<file path="src/rtl/dma2d_pkg.sv">
// Shared register offsets and walker state type for the 2D DMA channel.
package dma2d_pkg;
    localparam int OFF_W = 6;

    localparam logic [OFF_W-1:0] OFF_START  = 6'h00;
    localparam logic [OFF_W-1:0] OFF_ROWLEN = 6'h04;
    localparam logic [OFF_W-1:0] OFF_ROWS   = 6'h08;
    localparam logic [OFF_W-1:0] OFF_CTRL   = 6'h0C;
    localparam logic [OFF_W-1:0] OFF_STRIDE = 6'h10;
    localparam logic [OFF_W-1:0] OFF_IEN    = 6'h14;
    localparam logic [OFF_W-1:0] OFF_STAT   = 6'h18;
    localparam logic [OFF_W-1:0] OFF_HALT   = 6'h1C;
    localparam logic [OFF_W-1:0] OFF_LOOP   = 6'h20;

    localparam int CTRL_BURST_BIT = 4;
    localparam int CTRL_DIR_BIT   = 5;

    typedef enum logic {
        ST_IDLE = 1'b0,
        ST_RUN  = 1'b1
    } walk_state_t;
endpackage

</file>
<file path="src/rtl/dma2d_regs.sv">
// Register file of one DMA channel.
// Holds the configuration, the status bit (write-1-to-clear) and the
// interrupt enable. It decodes the start and halt commands into one-cycle
// pulses. Assumes one write per strobe cycle and CH_ID < 16.
module dma2d_regs #(
    parameter int AW    = 30,
    parameter int LW    = 16,
    parameter int CH_ID = 0
) (
    input  logic                          clk,
    input  logic                          rst_n,
    input  logic                          reg_wr,
    input  logic [dma2d_pkg::OFF_W-1:0]   reg_off,
    input  logic [31:0]                   reg_wdata,
    input  logic                          busy,
    input  logic                          evt_set,
    output logic                          start,
    output logic [AW-1:0]                 start_base,
    output logic [LW-1:0]                 cfg_rowlen,
    output logic [LW-1:0]                 cfg_rows,
    output logic [LW-1:0]                 cfg_stride,
    output logic                          cfg_burst,
    output logic                          cfg_dir,
    output logic                          loop_on,
    output logic                          halt_req,
    output logic                          irq
);
    import dma2d_pkg::*;

    logic status_q;
    logic ien_q;
    logic loop_lo_q;
    logic loop_hi_q;
    logic clr_stat;
    logic unused_wdata;

    // Decode a write of each command register.
    assign start      = reg_wr && (reg_off == OFF_START) && !busy;
    assign halt_req   = reg_wr && (reg_off == OFF_HALT) && reg_wdata[0];
    assign clr_stat   = reg_wr && (reg_off == OFF_STAT) && reg_wdata[0];
    assign start_base = reg_wdata[AW-1:0];
    assign loop_on    = loop_lo_q || loop_hi_q;
    assign irq        = status_q && ien_q;
    assign unused_wdata = ^reg_wdata;

    // Capture configuration fields on writes to their offsets.
    always_ff @(posedge clk) begin
        if (!rst_n) begin
            cfg_rowlen <= '0;
            cfg_rows   <= '0;
            cfg_stride <= '0;
            cfg_burst  <= 1'b0;
            cfg_dir    <= 1'b0;
            ien_q      <= 1'b0;
            loop_lo_q  <= 1'b0;
            loop_hi_q  <= 1'b0;
        end else if (reg_wr) begin
            case (reg_off)
                OFF_ROWLEN: cfg_rowlen <= reg_wdata[LW-1:0];
                OFF_ROWS:   cfg_rows   <= reg_wdata[LW-1:0];
                OFF_STRIDE: cfg_stride <= reg_wdata[LW-1:0];
                OFF_CTRL: begin
                    cfg_burst <= reg_wdata[CTRL_BURST_BIT];
                    cfg_dir   <= reg_wdata[CTRL_DIR_BIT];
                end
                OFF_IEN:    ien_q <= reg_wdata[0];
                OFF_LOOP: begin
                    loop_lo_q <= reg_wdata[CH_ID];
                    loop_hi_q <= reg_wdata[CH_ID+16];
                end
                default: ;
            endcase
        end
    end

    // Status bit: a set event wins over a write-1 clear in the same cycle.
    always_ff @(posedge clk) begin
        if (!rst_n)        status_q <= 1'b0;
        else if (evt_set)  status_q <= 1'b1;
        else if (clr_stat) status_q <= 1'b0;
    end

    // a clear with no set event leaves the interrupt low.
    p_clear_drops_irq_r10: assert property (@(posedge clk) disable iff (!rst_n)
        (clr_stat && !evt_set) |=> !irq);

    // a set event with the enable held reaches the interrupt line.
    p_event_raises_irq_r10: assert property (@(posedge clk) disable iff (!rst_n)
        (evt_set && ien_q && !(reg_wr && reg_off == OFF_IEN)) |=> irq);

    // a start is only decoded while the walker is idle.
    p_start_only_idle_r5: assert property (@(posedge clk) disable iff (!rst_n)
        start |-> !busy);
endmodule

</file>
<file path="src/rtl/dma2d_walker.sv">
// Address walker of one DMA channel.
// In strided mode it steps through rows of rowlen words spaced by the
// stride. With rowlen == 0 it sweeps a circular area of stride*(rows+1)
// words. It takes a snapshot of the configuration at start. Only the loop
// enable is read live. Assumes stride >= 1 in loop mode.
module dma2d_walker #(
    parameter int AW = 30,
    parameter int LW = 16
) (
    input  logic          clk,
    input  logic          rst_n,
    input  logic          start,
    input  logic [AW-1:0] start_base,
    input  logic [LW-1:0] cfg_rowlen,
    input  logic [LW-1:0] cfg_rows,
    input  logic [LW-1:0] cfg_stride,
    input  logic          cfg_burst,
    input  logic          cfg_dir,
    input  logic          loop_on,
    input  logic          halt_req,
    input  logic          mem_ready,
    output logic          mem_valid,
    output logic [AW-1:0] mem_addr,
    output logic          mem_burst4,
    output logic          mem_to_dev,
    output logic          busy,
    output logic          evt_done,
    output logic          evt_half,
    output logic          evt_lap
);
    import dma2d_pkg::*;

    localparam int AREA_W = 2 * LW + 1;

    walk_state_t       state_q;
    logic              loop_q;
    logic              halt_pend_q;
    logic [AW-1:0]     base_q;
    logic [AW-1:0]     row_base_q;
    logic [AW-1:0]     cur_q;
    logic [LW-1:0]     rowlen_q;
    logic [LW-1:0]     rows_q;
    logic [LW-1:0]     stride_q;
    logic [LW-1:0]     col_q;
    logic [LW-1:0]     row_q;
    logic [AREA_W-1:0] off_q;
    logic [AREA_W-1:0] area_last_q;
    logic [AREA_W-1:0] half_last_q;
    logic [AREA_W-1:0] area_c;
    logic              hs;
    logic              hs_live;
    logic              row_end;
    logic              last_row;
    logic              area_end;
    logic [AW-1:0]     next_row_base;

    // Loop area size computed from the configuration at start time.
    assign area_c = AREA_W'(cfg_stride) * (AREA_W'(cfg_rows) + AREA_W'(1));

    assign busy          = (state_q == ST_RUN);
    assign mem_valid     = busy;
    assign mem_addr      = cur_q;
    assign hs            = busy && mem_ready;
    assign hs_live       = hs && !halt_pend_q && !halt_req;
    assign row_end       = (col_q == rowlen_q - LW'(1));
    assign last_row      = (row_q == rows_q);
    assign area_end      = (off_q == area_last_q);
    assign next_row_base = row_base_q + AW'(stride_q);

    // Status events, one cycle wide, on the accepting edge.
    assign evt_done = hs_live && !loop_q && row_end && last_row;
    assign evt_lap  = hs_live && loop_q && area_end;
    assign evt_half = hs_live && loop_q && (off_q == half_last_q);

    // Sequencer: start, per-word stepping, row change, wrap and halt.
    always_ff @(posedge clk) begin
        if (!rst_n) begin
            state_q     <= ST_IDLE;
            loop_q      <= 1'b0;
            halt_pend_q <= 1'b0;
            base_q      <= '0;
            row_base_q  <= '0;
            cur_q       <= '0;
            rowlen_q    <= '0;
            rows_q      <= '0;
            stride_q    <= '0;
            col_q       <= '0;
            row_q       <= '0;
            off_q       <= '0;
            area_last_q <= '0;
            half_last_q <= '0;
            mem_burst4  <= 1'b0;
            mem_to_dev  <= 1'b0;
        end else if (state_q == ST_IDLE) begin
            if (start) begin
                state_q     <= ST_RUN;
                loop_q      <= (cfg_rowlen == '0);
                halt_pend_q <= 1'b0;
                base_q      <= start_base;
                row_base_q  <= start_base;
                cur_q       <= start_base;
                rowlen_q    <= cfg_rowlen;
                rows_q      <= cfg_rows;
                stride_q    <= cfg_stride;
                col_q       <= '0;
                row_q       <= '0;
                off_q       <= '0;
                area_last_q <= area_c - AREA_W'(1);
                half_last_q <= (area_c >> 1) - AREA_W'(1);
                mem_burst4  <= cfg_burst;
                mem_to_dev  <= cfg_dir;
            end
        end else begin
            if (halt_req) halt_pend_q <= 1'b1;
            if (hs) begin
                if (halt_pend_q || halt_req) begin
                    state_q <= ST_IDLE;
                end else if (loop_q) begin
                    if (area_end) begin
                        off_q <= '0;
                        cur_q <= base_q;
                        if (!loop_on) state_q <= ST_IDLE;
                    end else begin
                        off_q <= off_q + AREA_W'(1);
                        cur_q <= cur_q + AW'(1);
                    end
                end else if (row_end) begin
                    if (last_row) begin
                        state_q <= ST_IDLE;
                    end else begin
                        row_q      <= row_q + LW'(1);
                        col_q      <= '0;
                        row_base_q <= next_row_base;
                        cur_q      <= next_row_base;
                    end
                end else begin
                    col_q <= col_q + LW'(1);
                    cur_q <= cur_q + AW'(1);
                end
            end
        end
    end

    // a stalled request keeps its address and stays valid.
    p_stall_holds_r4: assert property (@(posedge clk) disable iff (!rst_n)
        (mem_valid && !mem_ready) |=> (mem_valid && $stable(mem_addr)));

    // the final strided word leaves the channel idle.
    p_done_goes_idle_r3: assert property (@(posedge clk) disable iff (!rst_n)
        evt_done |=> !busy);

    // the handshake after a halt ends the transfer.
    p_halt_stops_r9: assert property (@(posedge clk) disable iff (!rst_n)
        (hs && halt_pend_q) |=> !busy);

    // the end of the loop area returns to the base address.
    p_wrap_to_base_r6: assert property (@(posedge clk) disable iff (!rst_n)
        (hs && loop_q && area_end && !halt_pend_q && !halt_req)
        |=> (!busy || mem_addr == base_q));

    // at most one status event per accepted word.
    p_single_event_r7: assert property (@(posedge clk) disable iff (!rst_n)
        $onehot0({evt_done, evt_half, evt_lap}));

    // the transfer attributes stay fixed while a transfer runs.
    p_attr_stable_r11: assert property (@(posedge clk) disable iff (!rst_n)
        (mem_valid && $past(mem_valid)) |-> $stable({mem_burst4, mem_to_dev}));
endmodule

</file>
<file path="src/rtl/dma2d_chan.sv">
// One channel of a strided two-dimensional DMA engine.
// Joins the register file and the address walker. Word addresses leave on
// a valid/ready port. Completion and loop events set a status bit, which
// the interrupt enable gates onto irq.
module dma2d_chan #(
    parameter int AW    = 30,
    parameter int LW    = 16,
    parameter int CH_ID = 0
) (
    input  logic          clk,
    input  logic          rst_n,
    input  logic          reg_wr,
    input  logic [5:0]    reg_off,
    input  logic [31:0]   reg_wdata,
    output logic          mem_valid,
    output logic [AW-1:0] mem_addr,
    input  logic          mem_ready,
    output logic          mem_burst4,
    output logic          mem_to_dev,
    output logic          irq,
    output logic          busy
);
    logic          start;
    logic [AW-1:0] start_base;
    logic [LW-1:0] cfg_rowlen;
    logic [LW-1:0] cfg_rows;
    logic [LW-1:0] cfg_stride;
    logic          cfg_burst;
    logic          cfg_dir;
    logic          loop_on;
    logic          halt_req;
    logic          evt_done;
    logic          evt_half;
    logic          evt_lap;
    logic          evt_set;

    // Any walker event sets the status bit.
    assign evt_set = evt_done || evt_half || evt_lap;

    dma2d_regs #(.AW(AW), .LW(LW), .CH_ID(CH_ID)) u_regs (
        .clk        (clk),
        .rst_n      (rst_n),
        .reg_wr     (reg_wr),
        .reg_off    (reg_off),
        .reg_wdata  (reg_wdata),
        .busy       (busy),
        .evt_set    (evt_set),
        .start      (start),
        .start_base (start_base),
        .cfg_rowlen (cfg_rowlen),
        .cfg_rows   (cfg_rows),
        .cfg_stride (cfg_stride),
        .cfg_burst  (cfg_burst),
        .cfg_dir    (cfg_dir),
        .loop_on    (loop_on),
        .halt_req   (halt_req),
        .irq        (irq)
    );

    dma2d_walker #(.AW(AW), .LW(LW)) u_walker (
        .clk        (clk),
        .rst_n      (rst_n),
        .start      (start),
        .start_base (start_base),
        .cfg_rowlen (cfg_rowlen),
        .cfg_rows   (cfg_rows),
        .cfg_stride (cfg_stride),
        .cfg_burst  (cfg_burst),
        .cfg_dir    (cfg_dir),
        .loop_on    (loop_on),
        .halt_req   (halt_req),
        .mem_ready  (mem_ready),
        .mem_valid  (mem_valid),
        .mem_addr   (mem_addr),
        .mem_burst4 (mem_burst4),
        .mem_to_dev (mem_to_dev),
        .busy       (busy),
        .evt_done   (evt_done),
        .evt_half   (evt_half),
        .evt_lap    (evt_lap)
    );

    // nothing is requested while idle.
    p_valid_iff_busy_r1: assert property (@(posedge clk) disable iff (!rst_n)
        mem_valid == busy);
endmodule

</file>
<file path="config.mk">
export PLATFORM = sky130hd
export DESIGN_NAME = dma2d_chan
export DESIGN_NICKNAME = d
export VERILOG_FILES = /design/src/rtl/dma2d_pkg.sv /design/src/rtl/dma2d_regs.sv /design/src/rtl/dma2d_walker.sv /design/src/rtl/dma2d_chan.sv
export SDC_FILE = /design/constraint.sdc
export NUM_CORES = 2
export LEC_CHECK = 0
export BUFFER_PORTS_ARGS = -buffer_cell sky130_fd_sc_hd__buf_2
export CORE_MARGIN = 2
export CORE_UTILIZATION = 58
export CTS_CLUSTER_SIZE = 8
export DETAILED_ROUTE_END_ITERATION = 7
export PLACE_DENSITY = 0.84
export SYNTH_ARGS = -nofsm -noshare
export SYNTH_HDL_FRONTEND = slang
export SYNTH_SLANG_ARGS = --single-unit
</file>
<file path="constraint.sdc">
create_clock -name clk -period 7.9 [get_ports clk]
set_input_delay 0.79 -clock clk [delete_from_list [all_inputs] [get_ports clk]]
set_output_delay 0.79 -clock clk [all_outputs]
set_load 0.02 [all_outputs]
</file>
==> flow_summary.json <==
{
  "hpwl_um": 53900,
  "grt_pass1_vias": 24800,
  "dr_total_vias": 25500,
  "holdBufCountCts": 0,
  "p_clk_frac": 0.496,
  "cp_max_fo": 11,
  "nFillCells": 3521,
  "numClockSinks": 328,
  "synthCells": 3443,
  "final.period_utilization": 1.01,
  "slowest_stage": "fa_1",
  "pwr-share-seq": 0.447,
  "p_sw_frac": 0.237,
  "cp-end-kind": "register",
  "routedWlPerCell_um": 19.0,
  "gp_congestion": 0.937,
  "arrival_ns": 8.44,
  "cts_made_buffers": 47,
  "power.density_nw_per_um2": 121,
  "core_um2": 46500,
  "grt_max_degree": 186,
  "violations": "setup timing",
  "finalHoldViolations": 0,
  "ant_nets": 0,
  "avgSynthCellArea_um2": 7.91,
  "status": "finished, violations left",
  "layout-drive-gt1-share": 0.127,
  "pwr-share-comb": 0.056,
  "p_int_mw": 2.86,
  "clock_latency_ns": 0.60,
  "overflow": 0,
  "vdd_drop_max_mv": 0.222,
  "track_usage": 0.315,
  "worstReg2RegEnd": "u_walker.area_last_q[24]$_SDFFE_PN0P_",
  "async_flop_share": 0,
  "r2r_cells": 31,
  "power.leakage_nw": 13.4,
  "grt_pass1_wl_um": 124000,
  "utilization": 0.668,
  "syn_nets": 3823,
  "power_mw": 3.75,
  "yosysSeqAreaShare": 0.241,
  "ys_types": 84,
  "drc": 0,
  "syn_to_final_growth_pct": 14.0,
  "timing.max_cap.violations": 0,
  "cts_tree": "built",
  "setup_viol": 10,
  "synth_edf_count": 0,
  "endpoint": "u_walker.area_last_q[24]$_SDFFE_PN0P_",
  "h-tree-depth": 2,
  "nets": 3918,
  "die-area_um2": 48700,
  "critPathLaunchType": "register",
  "floorplan.initialDensity": 0.586,
  "dieHeight_um": 221,
  "drt_pass1_iterations": 6,
  "avgViaCountPerCell": 6.14,
  "drv_slew": 0,
  "met1_usage": 0.393,
  "fp.dieW_um": 221,
  "net-switching-power_uw": 889,
  "routed_wl_um": 78800,
  "r2r_start": "u_regs.cfg_rows[4]$_SDFFE_PN0P_",
  "cp.required_ns": 8.37,
  "max_freq_mhz": 126,
  "clkTransAtPathRegs_ns": 0.05,
  "period_needed_ns": 7.97,
  "relSlewSlack": 0.313,
  "setup_ws_ns": -0.0663,
  "netlist_area_um2": 27200,
  "hp-class": "register to register",
  "grt-busiest-layer": "met2",
  "yosysWarningCount": 0,
  "ff2ff_setup_slack_ns": -0.07,
  "cts_buffer_depth": 3,
  "crit_path_start": "u_regs.cfg_rows[4]$_SDFFE_PN0P_",
  "drt_iter0_markers": 2626,
  "io_buffers": 74,
  "met2_usage": 0.525,
  "grt_setup_unrepaired": "true",
  "path_class": "register to register",
  "num_rows": 79,
  "tightest_slew_ns": 1.03,
  "critPathMaxStageDelay_ns": 0.58,
  "use_met3": 0.0590,
  "synth_seq_cells": 328,
  "crit_top_cell": "fa_1",
  "cts-root-buf": "clkbuf_16",
  "pin_count": 77,
  "synth_ff_type": "dfxtp_1",
  "fin_skew_ns": 0.0298,
  "antenna_found_initial": 1
}
[how the worst min path moves through the flow]
stage / from / to / slack, ns / depth (start not counted)
after floorplan: u_regs.cfg_burst$_SDFFE_PN0P_ / u_walker.mem_burst4$_SDFFE_PN0P_ / 0.43 / 2
after global placement: u_walker.mem_burst4$_SDFFE_PN0P_ / u_walker.mem_burst4$_SDFFE_PN0P_ / 0.44 / 2
after detailed placement: u_walker.mem_burst4$_SDFFE_PN0P_ / u_walker.mem_burst4$_SDFFE_PN0P_ / 0.44 / 2
after CTS: u_walker.mem_burst4$_SDFFE_PN0P_ / u_walker.mem_burst4$_SDFFE_PN0P_ / 0.45 / 2
after global routing: reg_wdata[22] / u_walker.base_q[22]$_SDFFE_PN0P_ / 0.46 / 3
final: u_walker.mem_burst4$_SDFFE_PN0P_ / u_walker.mem_burst4$_SDFFE_PN0P_ / 0.45 / 2
[registers in the layout (all words and copies together), names as in the netlist, 16 cells and up]
register	count
u_walker.area_last_q	33
u_walker.half_last_q	33
u_walker.off_q	33
u_walker.base_q	30
u_walker.mem_addr	30
u_walker.row_base_q	30
u_regs.cfg_rowlen	16
u_regs.cfg_rows	16
u_regs.cfg_stride	16
u_walker.col_q	16
u_walker.row_q	16
u_walker.rowlen_q	16
u_walker.rows_q	16
u_walker.stride_q	16
[Yosys cell counts (all sizes together) (34+ instances only)]
library cell / count / area (um^2)
a211oi: 44 / 330
a21oi: 248 / 1240
a31oi: 36 / 225
and2: 133 / 832
clkbuf: 182 / 683
dfxtp: 328 / 6570
fa: 209 / 4180
ha: 129 / 1610
inv: 284 / 1070
mux2i: 34 / 340
nand2: 579 / 2170
nand3: 95 / 475
nand4: 51 / 319
nor2: 246 / 926
nor3: 59 / 310
nor4: 36 / 240
o21ai: 112 / 561
xnor2: 146 / 1280
xor2: 137 / 1200
[per-stage QoR]
step	setup WS (ns)	std cells	TNS, ns	area, um^2	hold slack, ns
detailed placement	-0.205	4070	-1.90	28800	0.443
CTS	-0.0588	4134	-0.122	30400	0.449
global placement	-0.123	4070	-0.390	28800	0.438
global route	-0.302	4149	-5.52	31000	0.464
finish	-0.0663	4150	-0.338	31000	0.448
floorplan	0.00550	3443	0	27300	0.432
[layer usage]
layer / vias up / wire length, um
li1: 11600 / -
met1: 12100 / 30000
met2: 1380 / 37300
met3: 327 / 7380
met4: 0 / 4160
met5: - / 0
[power by group through the flow]
stage / registers (mW) / clock network, mW / logic [mW]
after CTS: 1.67 / 1.87 / 0.196
after detailed placement: 1.71 / 0 / 0.191
after global routing: 1.67 / 1.93 / 0.222
after global placement: 1.71 / 0 / 0.190
final: 1.67 / 1.86 / 0.212
after floorplan: 1.71 / 0 / 0.117
[cell type report]
type                            count  area (um^2)  share of cell area
Clock inverter                      3         80.1             0.00258
Timing Repair Buffer              249         1800              0.0581
Multi-Input combinational cell   2627        19500               0.629
Sequential cell                   328         6570               0.212
Antenna cell                        1         2.50           0.0000806
Inverter                          285         1070              0.0346
Clock buffer                       50         1230              0.0396
Tap cell                          607          759              0.0245
[timing repair]
| action | in CTS | in global routing |
|---|---|---|
| setup endpoints to repair | 29 | 37 |
| pin swaps | 36 | 85 |
| resized for setup | 41 | 111 |
| cloned | 0 | 0 |
| setup buffers | 12 | 19 |
[layout by cell type (no fill, tap or decap), drive strengths merged, types with 95 or more instances in the layout]
master    n
xnor2   146
a21oi   248
o21ai   112
ha      129
dfxtp   328
fa      209
nand2   579
nand3    95
xor2    137
and2    133
nor2    246
buf     249
inv     285
[worst max-delay path: cells and delay by family, from the launching register on]
family / cells / cell delay [ns]
adders and majority gates: 7 / 3.29
and+or+nand+nor: 11 / 2.41
buffers and inverters: 8 / 0.92
AOI/OAI and AO/OA: 3 / 0.55
DFF: 1 / 0.33
xor gates and xnor gates: 2 / 0.32
[cell families (layout without fill, tap and decap cells)]
kind of cell	count (synthesis)	after routing	synth area share
buffers and inverters	488	587	0.0680
other	0	1	0
xor gates and xnor gates	283	283	0.0910
adders and majority gates	338	338	0.213
and+or+nand+nor	1365	1365	0.237
DFF	328	328	0.241
AOI/OAI and AO/OA	604	604	0.136
muxes	37	37	0.0137
No activity file was read; power rests on OpenSTA's default activity.
